===== src/rtl/spi_core_pkg.sv =====
package spi_core_pkg;

    typedef enum logic {
        ENG_IDLE  = 1'b0,
        ENG_SHIFT = 1'b1
    } eng_state_e;

    // Position in the word of the k-th bit on the line.
    function automatic logic [4:0] line_pos(input logic [4:0] idx,
                                            input logic [4:0] wlen,
                                            input logic       msb);
        return msb ? (wlen - idx) : idx;
    endfunction

endpackage


===== src/rtl/spi_baud_tick.sv =====
module spi_baud_tick #(
    parameter int BRW = 16
) (
    input  logic           clk,
    input  logic           rst_n,
    input  logic           run,
    input  logic [BRW-1:0] reload,
    output logic           tick
);
    logic [BRW-1:0] cnt_d, cnt_q;

    always_comb begin
        cnt_d = cnt_q;
        if (!run || cnt_q == reload) cnt_d = '0;
        else                         cnt_d = cnt_q + 1'b1;
    end

    always_ff @(posedge clk or negedge rst_n) begin
        if (!rst_n) cnt_q <= '0;
        else        cnt_q <= cnt_d;
    end

    assign tick = run && (cnt_q == reload);

    // the divider restarts from zero for every word
    assert_div_restart_R1: assert property (@(posedge clk) disable iff (!rst_n)
        !run |=> cnt_q == '0);
    assert_div_bound_R1: assert property (@(posedge clk) disable iff (!rst_n)
        (run && $past(run) && $stable(reload)) |-> cnt_q <= reload);
endmodule


===== src/rtl/spi_rx_todo.sv =====
module spi_rx_todo #(
    parameter int CW = 16
) (
    input  logic          clk,
    input  logic          rst_n,
    input  logic          wr,
    input  logic [CW-1:0] wr_val,
    input  logic          dec,
    input  logic [CW-1:0] dec_amt,
    output logic [CW-1:0] todo
);
    logic [CW-1:0] todo_d, todo_q;

    always_comb begin
        todo_d = todo_q;
        if (dec)                       todo_d = (todo_q > dec_amt) ? todo_q - dec_amt : '0;
        else if (wr && todo_q == '0)   todo_d = wr_val;
    end

    always_ff @(posedge clk or negedge rst_n) begin
        if (!rst_n) todo_q <= '0;
        else        todo_q <= todo_d;
    end

    assign todo = todo_q;

    assert_req_ignored_R9: assert property (@(posedge clk) disable iff (!rst_n)
        (wr && todo_q != '0 && !dec) |=> todo_q == $past(todo_q));
    assert_todo_no_wrap_R8: assert property (@(posedge clk) disable iff (!rst_n)
        dec |=> todo_q < $past(todo_q));
endmodule


===== src/rtl/spi_shift_core.sv =====
module spi_shift_core #(
    parameter int DW  = 32,
    parameter int LW  = 5,
    parameter int BRW = 16,
    parameter int CW  = 16
) (
    input  logic           clk,
    input  logic           rst_n,
    input  logic           cfg_en,
    input  logic [BRW-1:0] cfg_br,
    input  logic [LW-1:0]  cfg_wlen,
    input  logic           cfg_pol,
    input  logic           cfg_ph,
    input  logic           cfg_msb,
    input  logic           cfg_idle,
    input  logic           cfg_txoff,
    input  logic           cfg_rxoff,
    input  logic           tx_valid,
    input  logic [DW-1:0]  tx_data,
    output logic           tx_ready,
    output logic           rx_valid,
    output logic [DW-1:0]  rx_data,
    input  logic           req_we,
    input  logic [CW-1:0]  req_count,
    output logic [CW-1:0]  todo,
    output logic           sclk,
    output logic           mosi,
    input  logic           miso,
    output logic           busy,
    output logic           run_mode
);
    import spi_core_pkg::*;

    localparam int EW = LW + 1;

    typedef struct packed {
        logic [BRW-1:0] br;
        logic [LW-1:0]  wlen;
        logic           pol, ph, msb, idle, txoff, rxoff;
    } cfg_t;

    typedef struct packed {
        cfg_t           cfg;
        logic           run;
        eng_state_e     st;
        logic [EW-1:0]  edge_cnt;
        logic [DW-1:0]  txw;
        logic [DW-1:0]  rxw;
        logic           sclk;
        logic           rxv;
        logic [DW-1:0]  rxd;
    } regs_t;

    regs_t         d, q;
    logic          tick, shifting, last_edge, leading, sample;
    logic          start_tx, start_rx, rx_only, dec;
    logic [LW-1:0] samp_idx, out_idx;
    logic [EW-1:0] em1;
    logic [CW-1:0] dec_amt;

    assign shifting  = (q.st == ENG_SHIFT);
    assign last_edge = (q.edge_cnt == {q.cfg.wlen, 1'b1});
    assign leading   = ~q.edge_cnt[0];
    assign sample    = q.cfg.ph ? leading : ~leading;
    assign samp_idx  = q.edge_cnt[EW-1:1];
    assign em1       = q.edge_cnt - 1'b1;
    assign out_idx   = q.cfg.ph ? q.edge_cnt[EW-1:1]
                     : ((q.edge_cnt == '0) ? '0 : em1[EW-1:1]);
    assign rx_only   = q.cfg.txoff && !q.cfg.rxoff;
    assign tx_ready  = q.run && cfg_en && !shifting && !q.cfg.txoff;
    assign start_tx  = tx_ready && tx_valid;
    assign start_rx  = q.run && cfg_en && !shifting && rx_only && (todo != '0);
    assign dec       = shifting && tick && last_edge && q.cfg.txoff;
    assign dec_amt   = CW'(q.cfg.wlen >> 3) + CW'(1);

    spi_baud_tick #(.BRW(BRW)) u_div (
        .clk(clk), .rst_n(rst_n), .run(shifting), .reload(q.cfg.br), .tick(tick)
    );

    spi_rx_todo #(.CW(CW)) u_todo (
        .clk(clk), .rst_n(rst_n), .wr(req_we), .wr_val(req_count),
        .dec(dec), .dec_amt(dec_amt), .todo(todo)
    );

    always_comb begin
        d     = q;
        d.rxv = 1'b0;
        if (!q.run) begin
            d.cfg = '{br: cfg_br, wlen: cfg_wlen, pol: cfg_pol, ph: cfg_ph,
                      msb: cfg_msb, idle: cfg_idle, txoff: cfg_txoff, rxoff: cfg_rxoff};
            if (cfg_en) d.run = 1'b1;
        end else if (!cfg_en && !shifting) begin
            d.run = 1'b0;
        end
        if (!shifting) begin
            d.sclk = q.cfg.pol;
            if (start_tx || start_rx) begin
                d.st       = ENG_SHIFT;
                d.edge_cnt = '0;
                d.txw      = start_tx ? tx_data : '0;
                d.rxw      = '0;
            end
        end else if (tick) begin
            d.sclk = ~q.sclk;
            if (sample)
                d.rxw[line_pos(samp_idx, q.cfg.wlen, q.cfg.msb)] = miso;
            if (last_edge) begin
                d.st       = ENG_IDLE;
                d.edge_cnt = '0;
                d.rxv      = !q.cfg.rxoff;
                d.rxd      = d.rxw;
            end else begin
                d.edge_cnt = q.edge_cnt + 1'b1;
            end
        end
    end

    always_ff @(posedge clk or negedge rst_n) begin
        if (!rst_n) begin
            q          <= '0;
            q.cfg.ph   <= 1'b1;
            q.cfg.msb  <= 1'b1;
            q.cfg.idle <= 1'b1;
            q.cfg.txoff <= 1'b1;
            q.cfg.rxoff <= 1'b1;
            q.cfg.wlen <= LW'(7);
            q.st       <= ENG_IDLE;
        end else begin
            q <= d;
        end
    end

    assign sclk     = q.sclk;
    assign busy     = shifting;
    assign run_mode = q.run;
    assign rx_valid = q.rxv;
    assign rx_data  = q.rxd;
    assign mosi     = (shifting && !q.cfg.txoff)
                    ? q.txw[line_pos(out_idx, q.cfg.wlen, q.cfg.msb)] : q.cfg.idle;

    assert_cfg_frozen_R11: assert property (@(posedge clk) disable iff (!rst_n)
        (q.run && $past(q.run)) |-> $stable(q.cfg));
    assert_busy_in_run_R11: assert property (@(posedge clk) disable iff (!rst_n)
        busy |-> run_mode);
    assert_sclk_rest_R3: assert property (@(posedge clk) disable iff (!rst_n)
        (!busy && $past(!busy) && q.run && $past(q.run)) |-> sclk == q.cfg.pol);
    assert_rxonly_mosi_R8: assert property (@(posedge clk) disable iff (!rst_n)
        (busy && q.cfg.txoff) |-> mosi == q.cfg.idle);
    assert_rxoff_quiet_R10: assert property (@(posedge clk) disable iff (!rst_n)
        (busy && q.cfg.rxoff) |=> !rx_valid);
    assert_both_off_R7: assert property (@(posedge clk) disable iff (!rst_n)
        (q.cfg.txoff && q.cfg.rxoff && !busy) |=> !busy);
    assert_rx_pulse_R12: assert property (@(posedge clk) disable iff (!rst_n)
        rx_valid |-> (!busy && $past(busy)));
endmodule


===== config.mk =====
export PLATFORM = sky130hd
export DESIGN_NAME = spi_shift_core
export DESIGN_NICKNAME = d
export VERILOG_FILES = /design/src/rtl/spi_core_pkg.sv /design/src/rtl/spi_baud_tick.sv /design/src/rtl/spi_rx_todo.sv /design/src/rtl/spi_shift_core.sv
export SDC_FILE = /design/constraint.sdc
export NUM_CORES = 1
export LEC_CHECK = 0
export CELL_PAD_IN_SITES_DETAIL_PLACEMENT = 0
export CELL_PAD_IN_SITES_GLOBAL_PLACEMENT = 2
export CORE_UTILIZATION = 35
export DETAILED_ROUTE_END_ITERATION = 8
export PLACE_DENSITY = 0.82
export SKIP_LAST_GASP = 1
export SLEW_MARGIN = 20
export SYNTH_ARGS = -nofsm -noshare
export SYNTH_HDL_FRONTEND = slang
export SYNTH_SLANG_ARGS = --single-unit

===== constraint.sdc =====
create_clock -name clk -period 5.7 [get_ports clk]
set_input_delay 1.425 -clock clk [delete_from_list [all_inputs] [get_ports clk]]
set_output_delay 1.425 -clock clk [all_outputs]
set_load 0.05 [all_outputs]

==> impl_metrics.tcl, run 1 <==
set metrics [dict create \
    status "completed" \
    p_leak_nw 4.59 \
    critPathTopFamily "simple AND/OR/NAND/NOR gates" \
    required_ns 4.28 \
    area_delta_synth_final_pct 23.0 \
    syn_area_sq_um 8770 \
    netlist_top_cells_count "dfrtp_1 (157), o21ai_0 (95), nand2_1 (63), a22o_1 (61), mux2i_1 (45)" \
    end_kind "output port" \
    async_flop_share 1.00 \
    cts_tree "done" \
    min_path_type "reg2reg" \
    cp_data_arrival_time_ns 4.08 \
    crit_top_cell "inv_1" \
    max_freq_ghz 0.182 \
    row_count 57 \
    core_region_area_sq_um 24500 \
    skew_ns 0.0122 \
    grt_pass1_wl_um 35500 \
    dieArea_sq_um 25700 \
    tightestPinTransition_ns 0.932 \
    final.min_clock_period_ns 5.50 \
    path_clk_slew_ns 0.07 \
    drt_iter0_drc 401 \
    startpoint_type "flip-flop" \
    synth-edff-count 0 \
    h-tree-depth 4 \
    final_layout_size_suffix_gt1_frac 0.116 \
    yosys_warnings 0 \
    via_per_inst 5.16 \
    firstDrtPassIters 6 \
    p_per_area_nw_per_um2 258 \
    maxSlewHeadroom 0.377 \
    postCtsHoldBufs 0 \
    crit_path_max_fanout 8 \
    p_total_mw 2.78 \
    grt_overflow 0 \
    ios 135 \
    yosys-top-cells-area "dfrtp_1 (45%), a22o_1 (6.1%), o21ai_0 (5.4%)" \
    critPathKind "reg2out" \
    synth_most_common_cell "dfrtp_1" \
    synthCells 861 \
    gp_congestion 0.839 \
    fin_hold_ws_ns 0.480 \
    r2r_cells 11 \
    path_depth 16 \
    setup_viol 0 \
    fin_nets 1043 \
    drc 0 \
    synth.net_count 960 \
    fp.dieW_um 160 \
    clock-sinks 165 \
    cp_num_buf_inv 4 \
    cts.path.max_buffers 2 \
    grt_antenna_before_repair 0 \
    cp_slowest_cell "mux4_2" \
    post-route-period-util 0.966 \
    wl_per_cell_um 16.7 \
    clk_latency_ns 0.44 \
    drv_cap 0 \
    path_cells "inv_1, ha_2, or3b_1, o22ai_2, inv_1, ha_1, inv_1, fa_1, nor2b_2, a21oi_4, mux4_2, nor3b_1, or3b_1, a211oi_2, a211oi_2, buf_12" \
    pre_cts_ws_ns 0.319 \
    vdd_drop_max_mv 0.171 \
    finalHoldViolCount 0 \
    insertedDiodeCount 0 \
    routed_wl_um 21400 \
    slowest_delay_ns 0.43 \
    ant_nets 0 \
    syn_avg_cell_area_sq_um 10.2 \
    dpl.hpwl_um 14800 \
    ys_seq_area_frac 0.472 \
    synth_top_cell_area_share 0.448 \
    maxSlewViolCount 0 \
    synth-seq-cells 165 \
    ys.flop_type "dfrtp_1" \
    io_buffers 134 \
    grt_pass1_vias 6640 \
    grt_start_max_net_pins 94 \
    numCtsBuffers 17 \
    initial_utilization 0.358 \
    cts-root-buf "clkbuf_16" \
    num_vias 6609 \
    dieHeight_um 160 \
    setup_ws_ns 0.196 \
    synth_top_area_cell "dfrtp_1" \
    track_usage 0.174 \
    hold_depth 2 \
    synth_cell_type_count 64 \
]
==> final timing paths <==
check	start	to	slack, ns
setup / recovery	q[99]$_DFFE_PN0P_	mosi	0.20
hold / removal	rx_data[30]$_DFFE_PN0P_	rx_data[30]$_DFFE_PN0P_	0.48
setup reg to reg	q[100]$_DFFE_PN0P_	rx_data[29]$_DFFE_PN0P_	2.32
hold reg to reg	rx_data[30]$_DFFE_PN0P_	rx_data[30]$_DFFE_PN0P_	0.48
max in group asynchronous	rst_n	q[99]$_DFFE_PN0P_	3.55
min in group asynchronous	rst_n	u_div.cnt_q[6]$_DFF_PN0_	1.07
==> state kept, by name (all words and copies together), names as in the netlist <==
signal	cells
rx_data	32
sclk	1
run_mode	1
busy	1
u_todo.todo	16
u_div.cnt_q	16
q	97
rx_valid	1
==> worst register-to-register path, stage by stage, from the launching register on <==
cell	delay (ns)
dfrtp_1	0.53
inv_1	0.18
fa_1	0.49
a21o_1	0.19
a21oi_1	0.16
xor2_1	0.19
nand2_1	0.14
xor2_1	0.17
buf_4	0.22
nor4_1	0.53
mux2i_1	0.33
o21ai_0	0.10
==> routing by layer <==
layer / global-route usage / routed length, um / vias to the layer above
li1: - / - / 3251
met1: 0.235 / 10000 / 3201
met2: 0.274 / 10000 / 134
met3: 0.0410 / 1020 / 23
met4: 0.0558 / 336 / 0
met5: 0 / 0 / -
==> cell type report <==
class                   count  area (sq um)
multi-input cells         586          4110
fillers                  2368         13700
clock buffers              18           439
clock inverters            14           134
repair buffers            148          1460
inverters                  26          97.6
well taps                 324           405
flip-flops and latches    165          4140
==> power breakdown <==
| part | total [mW] | switching [mW] | internal, mW |
|---|---|---|---|
| clock | 1.13 | 0.539 | 0.591 |
| sequential | 1.27 | 0.0532 | 1.22 |
| combinational | 0.380 | 0.197 | 0.184 |
==> cell families after synthesis <==
kind of cell / Yosys count / share of synthesized area
compound gates: 226 / 0.170
simple gates: 226 / 0.132
flops: 165 / 0.472
buf+inv: 110 / 0.0644
mux: 77 / 0.0938
xor+xnor: 39 / 0.0390
fa+ha+maj: 18 / 0.0283
==> per-stage QoR <==
step / setup TNS, ns / cells / utilization / instance area (sq um)
after floorplan: 0 / 861 / - / 8770
after global placement: 0 / 1246 / 0.415 / 10100
after detailed placement: 0 / 1246 / 0.415 / 10100
after CTS: 0 / 1278 / 0.438 / 10700
after global routing: -0.000149 / 1281 / 0.441 / 10800
final: 0 / 1281 / 0.441 / 10800
==> timing repair <==
action,CTS,global route
endpoints found under the setup margin,1,1
setup buffers,0,3
gates resized for setup,2,8
pin swaps,0,2
==> placed cells by master, fill, tap and decap left out, types with 7 or more instances in the layout <==
cell type and instances:
dfrtp_1 155, clkdlybuf4s50_1 132, o21ai_0 95, nand2_1 63, a22o_1 61, mux2i_1 45, nor2_1 39, nor3_1 38
mux2_2 31, xnor2_1 26, a21oi_1 26, inv_1 25, clkbuf_16 17, nand3_1 14, ha_1 14, buf_4 14
xor2_1 12, nand4_1 10, nand2b_1 9, nor2b_1 8, dfstp_2 8, a221o_1 7
No activity file was read; power rests on OpenSTA's default activity.
==> run 2: changes to the inputs <==
--- a/config.mk
+++ b/config.mk
@@ -9,7 +9,7 @@
 export CELL_PAD_IN_SITES_GLOBAL_PLACEMENT = 2
 export CORE_UTILIZATION = 35
 export DETAILED_ROUTE_END_ITERATION = 8
-export PLACE_DENSITY = 0.82
+export PLACE_DENSITY = 0.92
 export SKIP_LAST_GASP = 1
 export SLEW_MARGIN = 20
 export SYNTH_ARGS = -nofsm -noshare
==> run 2 against run 1 <==
Wire length shrank 2.9%. Clock skew rose by 0.0019 ns. Non-clock buffer count unchanged. First-iteration DRC count decreased by 6.0%. Die area unchanged. Combinational power up 3%. Global-route usage fell by 0.52 points. Final cell count about the same. Fmax barely moved. Core utilization fell by 0.066 points. Hold slack lost 0.0046 ns. Sequential power barely moved. Critical path type unchanged.
==> impl_metrics.tcl, run 2 (synthesis gave the netlist of run 1 again) <==
set metrics [dict create \
    max_freq_ghz 0.182 \
    dieHeight_um 160 \
    clk_latency_ns 0.43 \
    fin_nets 1043 \
    setup_viol 0 \
    initial_utilization 0.358 \
    r2r_cells 10 \
    r2r_end "rx_data[28]$_DFFE_PN0P_" \
    row_count 57 \
    drc 0 \
    wl_per_cell_um 16.2 \
    grt_overflow 0 \
    wl_met3_um 935 \
    ios 135 \
    gp_congestion 0.812 \
    final_core_util 0.440 \
    p_leak_nw 4.55 \
    area_delta_synth_final_pct 22.8 \
    drt_iter0_drc 377 \
    setup_ws_ns 0.196 \
    crit_path_max_fanout 6 \
    hold_depth 2 \
    critPathKind "reg2out" \
    dpl_cell_area_sq_um 10100 \
    final_layout_size_suffix_gt1_frac 0.115 \
    p_total_mw 2.76 \
    cp_data_arrival_time_ns 4.08 \
    skew_ns 0.0141 \
    vdd_drop_max_mv 0.165 \
    track_usage 0.169 \
    reg2reg_from "q[100]$_DFFE_PN0P_" \
    grt_start_max_net_pins 88 \
    crit_end "mosi" \
    stdcell_area_sq_um 10800 \
    dpl.hpwl_um 14200 \
    fp.dieW_um 160 \
    wl_met2_um 9790 \
    routed_wl_um 20800 \
    startpoint_type "flip-flop" \
    tightestPinTransition_ns 1.18 \
    finalSetupTns_ns 0 \
    grt_antenna_before_repair 0 \
    grt_pass1_wl_um 34600 \
    final.min_clock_period_ns 5.50 \
    end_kind "output port" \
    regToRegSetupSlack_ns 2.03 \
    h-tree-depth 4 \
    largest-register "q" \
    cts.path.max_buffers 2 \
    met1_length_um 9820 \
    finalHoldViolCount 0 \
    final_cell_mix "dfrtp_1 (155), clkdlybuf4s50_1 (132), o21ai_0 (94)" \
    p_per_area_nw_per_um2 256 \
    num_vias 6573 \
    maxSlewViolCount 0 \
    min_path_type "reg2reg" \
    cts_tree "done" \
    pre_cts_ws_ns 0.239 \
    core_region_area_sq_um 24500 \
    numCtsBuffers 17 \
    dr.max_layer_used "met4" \
    grt_pass1_vias 6562 \
    path_clk_slew_ns 0.06 \
    ant_nets 0 \
    cts-root-buf "clkbuf_16" \
    fillers 2356 \
    required_ns 4.28 \
    status "completed" \
    drv_cap 0 \
    clock-sinks 165 \
    dieArea_sq_um 25700 \
    final_common_cell "dfrtp_1" \
    firstDrtPassIters 4 \
    insertedDiodeCount 0 \
    io_buffers 134 \
    crit_start "q[98]$_DFFE_PN0P_" \
    maxSlewHeadroom 0.205 \
    largest_reg_flops 97 \
    post-route-period-util 0.966 \
    via_per_inst 5.14 \
]
==> run 2: report_power, final <==
group | switching [mW] | internal (mW)
Sequential | 0.0506 | 1.22
Clock | 0.491 | 0.604
Combinational | 0.201 | 0.191
==> run 2: final cells by class <==
class | instances | area, sq um | area share
inverter | 26 | 97.6 | 0.00906
timing repair buffer | 148 | 1460 | 0.136
clock inverter | 13 | 126 | 0.0117
clock buffer | 18 | 429 | 0.0399
sequential | 165 | 4140 | 0.385
tap | 324 | 405 | 0.0376
multi-input combinational | 586 | 4110 | 0.381
==> run 2: worst min path at each step <==
stage | from | endpoint
floorplan | rx_data[0]$_DFFE_PN0P_ | rx_data[0]$_DFFE_PN0P_
global placement | rx_data[19]$_DFFE_PN0P_ | rx_data[19]$_DFFE_PN0P_
detailed placement | rx_data[27]$_DFFE_PN0P_ | rx_data[27]$_DFFE_PN0P_
CTS | rx_data[5]$_DFFE_PN0P_ | rx_data[5]$_DFFE_PN0P_
global route | rx_data[11]$_DFFE_PN0P_ | rx_data[11]$_DFFE_PN0P_
finish | rx_data[6]$_DFFE_PN0P_ | rx_data[6]$_DFFE_PN0P_
==> run 2: critical path: stages, from the launching register on <==
cell,delay [ns]
dfrtp_2,0.44
inv_2,0.09
ha_2,0.19
or3b_1,0.38
o22ai_2,0.19
inv_1,0.06
ha_1,0.19
inv_1,0.07
fa_1,0.42
nor2b_2,0.17
a21oi_4,0.06
mux4_2,0.41
nor3b_1,0.14
or3b_1,0.40
a211oi_2,0.19
a211oi_2,0.08
clkbuf_16,0.19
==> run 2: timing repair <==
action                     4_1_cts  5_1_grt
resized for setup                2       13
pin swaps                        0        3
setup endpoints to repair        1        1
setup buffers                    3        0
hold buffers                     0        0
==> run 2: per-layer routing <==
layer,vias up,track usage
met3,12,0.0364
li1,3237,-
met2,139,0.263
met1,3185,0.231
met4,0,0.0584
met5,-,0
==> run 2: per-stage QoR <==
step,instances,hold slack [ns]
6_report,1280,0.475
3_3_place_gp,1246,0.462
4_1_cts,1280,0.484
2_1_floorplan,861,0.451
3_5_place_dp,1246,0.469
5_1_grt,1280,0.495
==> run 3: changes to the inputs <==
--- a/config.mk
+++ b/config.mk
@@ -7,9 +7,9 @@
 export LEC_CHECK = 0
 export CELL_PAD_IN_SITES_DETAIL_PLACEMENT = 0
 export CELL_PAD_IN_SITES_GLOBAL_PLACEMENT = 2
-export CORE_UTILIZATION = 35
+export CORE_UTILIZATION = 37
 export DETAILED_ROUTE_END_ITERATION = 8
-export PLACE_DENSITY = 0.92
+export PLACE_DENSITY = 0.95
 export SKIP_LAST_GASP = 1
 export SLEW_MARGIN = 20
 export SYNTH_ARGS = -nofsm -noshare
==> constraint.sdc (replaced) <==
create_clock -name clk -period 7 [get_ports clk]
set_input_delay 1.75 -clock clk [delete_from_list [all_inputs] [get_ports clk]]
set_output_delay 1.75 -clock clk [all_outputs]
set_load 0.05 [all_outputs]
==> run 3 against run 2 <==
Sequential power shrank 19%. Die area shrank 5.3%. Largest cell class unchanged. Critical endpoint unchanged. Setup slack gained 0.46 ns.
==> impl_metrics.tcl, run 3 (synthesis gave the netlist of run 1 again) <==
set metrics [dict create \
    crit_path_max_fanout 12 \
    grt_pass1_wl_um 34600 \
    cts_tree "done" \
    track_usage 0.179 \
    setup_viol 0 \
    dieArea_sq_um 24300 \
    grt_overflow 0 \
    fp.dieW_um 156 \
    gp_congestion 0.838 \
    min_path_type "reg2reg" \
    startpoint_type "flip-flop" \
    dpl.hpwl_um 14000 \
    final.min_clock_period_ns 6.35 \
    cts.path.max_buffers 2 \
    firstDrtPassIters 4 \
    rsz0062_at_grt "no" \
    wl_per_cell_um 16.2 \
    dieHeight_um 156 \
    fin_nets 1039 \
    ios 135 \
    finalHoldViolCount 0 \
    core_region_area_sq_um 22900 \
    row_count 55 \
    area_delta_synth_final_pct 22.4 \
    largest-register "q" \
    num_vias 6580 \
    drt_iter0_drc 305 \
    fin_cells 1266 \
    maxSlewViolCount 0 \
    finalSetupTns_ns 0 \
    pre_cts_ws_ns 0.737 \
    vdd_drop_max_mv 0.151 \
    setup_ws_ns 0.651 \
    h-tree-depth 4 \
    drv_cap 0 \
    drc 0 \
    initial_utilization 0.383 \
    final_layout_size_suffix_gt1_frac 0.102 \
    max_freq_ghz 0.158 \
    end_kind "output port" \
    grt_start_max_net_pins 115 \
    grt_pass1_vias 6487 \
    status "completed" \
    clock-sinks 165 \
    largest_reg_flops 97 \
    final_cell_mix "dfrtp_1 (157), clkdlybuf4s50_1 (132), o21ai_0 (95)" \
    p_per_area_nw_per_um2 214 \
    clk_latency_ns 0.43 \
    grt_antenna_before_repair 0 \
    final_common_cell "dfrtp_1" \
    maxSlewHeadroom 0.381 \
    placed_cells 1234 \
    cp_data_arrival_time_ns 4.60 \
    path_clk_slew_ns 0.07 \
    via_per_inst 5.20 \
    tightestPinTransition_ns 0.929 \
    critPathKind "reg2out" \
    cts-root-buf "clkbuf_16" \
    insertedDiodeCount 0 \
    numCtsBuffers 17 \
    postCtsHoldBufs 0 \
    required_ns 5.25 \
    skew_ns 0.0157 \
    p_leak_nw 4.58 \
    post-route-period-util 0.907 \
    io_buffers 134 \
    routed_wl_um 20500 \
    regToRegSetupSlack_ns 3.28 \
    ant_nets 0 \
]
==> run 3: cell types whose count changed in the layout (fill, tap and decap cells not counted), moves of 2 or more <==
cell,before,now
clkinvlp_4,4,1
clkbuf_8,0,2
dfrtp_2,2,0
inv_1,24,26
clkinv_4,4,1
inv_6,3,6
a211oi_2,2,0
inv_2,2,0
dfrtp_1,155,157
buf_4,14,10
a211oi_1,0,2
inv_8,0,2
==> run 3: area by class of cell <==
type                            count  area [sq um]
Clock buffer                       18           439
Multi-Input combinational cell    586          4080
Timing Repair Buffer              144          1420
Fill cell                        2164         12200
Sequential cell                   165          4140
Inverter                           26          97.6
Clock inverter                     14           161
Tap cell                          313           392
==> run 3: what timing repair did <==
item,4_1_cts,5_1_grt
setup buffers,0,0
endpoints found under the hold margin,0,0
endpoints found under the setup margin,0,1
resized for setup,0,1
==> run 3: path summary, 6_finish.rpt <==
check                                         startpoint                           to  depth (start not counted)
worst max-delay path                   q[98]$_DFFE_PN0P_                         mosi                         14
max in group asynchronous                          rst_n       rx_data[9]$_DFFE_PN0P_                          2
worst min-delay path             rx_data[26]$_DFFE_PN0P_      rx_data[26]$_DFFE_PN0P_                          2
worst min register to register   rx_data[26]$_DFFE_PN0P_      rx_data[26]$_DFFE_PN0P_                          2
min in group asynchronous                          rst_n  u_todo.todo[11]$_DFFE_PN0P_                          1
worst max register to register  u_div.cnt_q[9]$_DFF_PN0_  u_todo.todo[15]$_DFFE_PN0P_                          9
==> run 3: report_power, final <==
group	leakage, nW	total, mW	internal [mW]	switching, mW
Combinational	2.30	0.298	0.143	0.155
Sequential	1.98	1.03	0.991	0.0417
Clock	0.296	0.968	0.547	0.422
Total	4.58	2.30	1.68	0.619
==> run 3: through the flow <==
stage	hold slack (ns)	power [mW]	util	area, sq um
finish	0.477	2.30	0.468	10700
global route	0.498	2.41	0.468	10700
CTS	0.485	2.33	0.467	10700
detailed placement	0.470	1.35	0.441	10100
global placement	0.459	1.35	0.441	10100
floorplan	0.451	1.23	-	8770
==> run 3: metal layers <==
layer,global-route usage,vias to the layer above,share of wire
li1,-,3237,-
met3,0.0444,18,0.054
met5,0,-,0
met2,0.281,173,0.46
met4,0.0486,0,0.013
met1,0.246,3152,0.47
==> run 3: worst max-delay path, stage by stage (launching register included) <==
cell,delay (ns)
dfrtp_1,0.44
inv_1,0.12
ha_1,0.19
nor3b_1,0.43
nand2_2,0.13
a21boi_0,0.19
fa_1,0.54
nor2b_1,0.06
a21oi_4,0.24
buf_4,0.24
mux2_2,0.35
o311ai_0,0.34
a41oi_1,0.08
a211oi_1,0.34
dlymetal6s2s_1,0.47
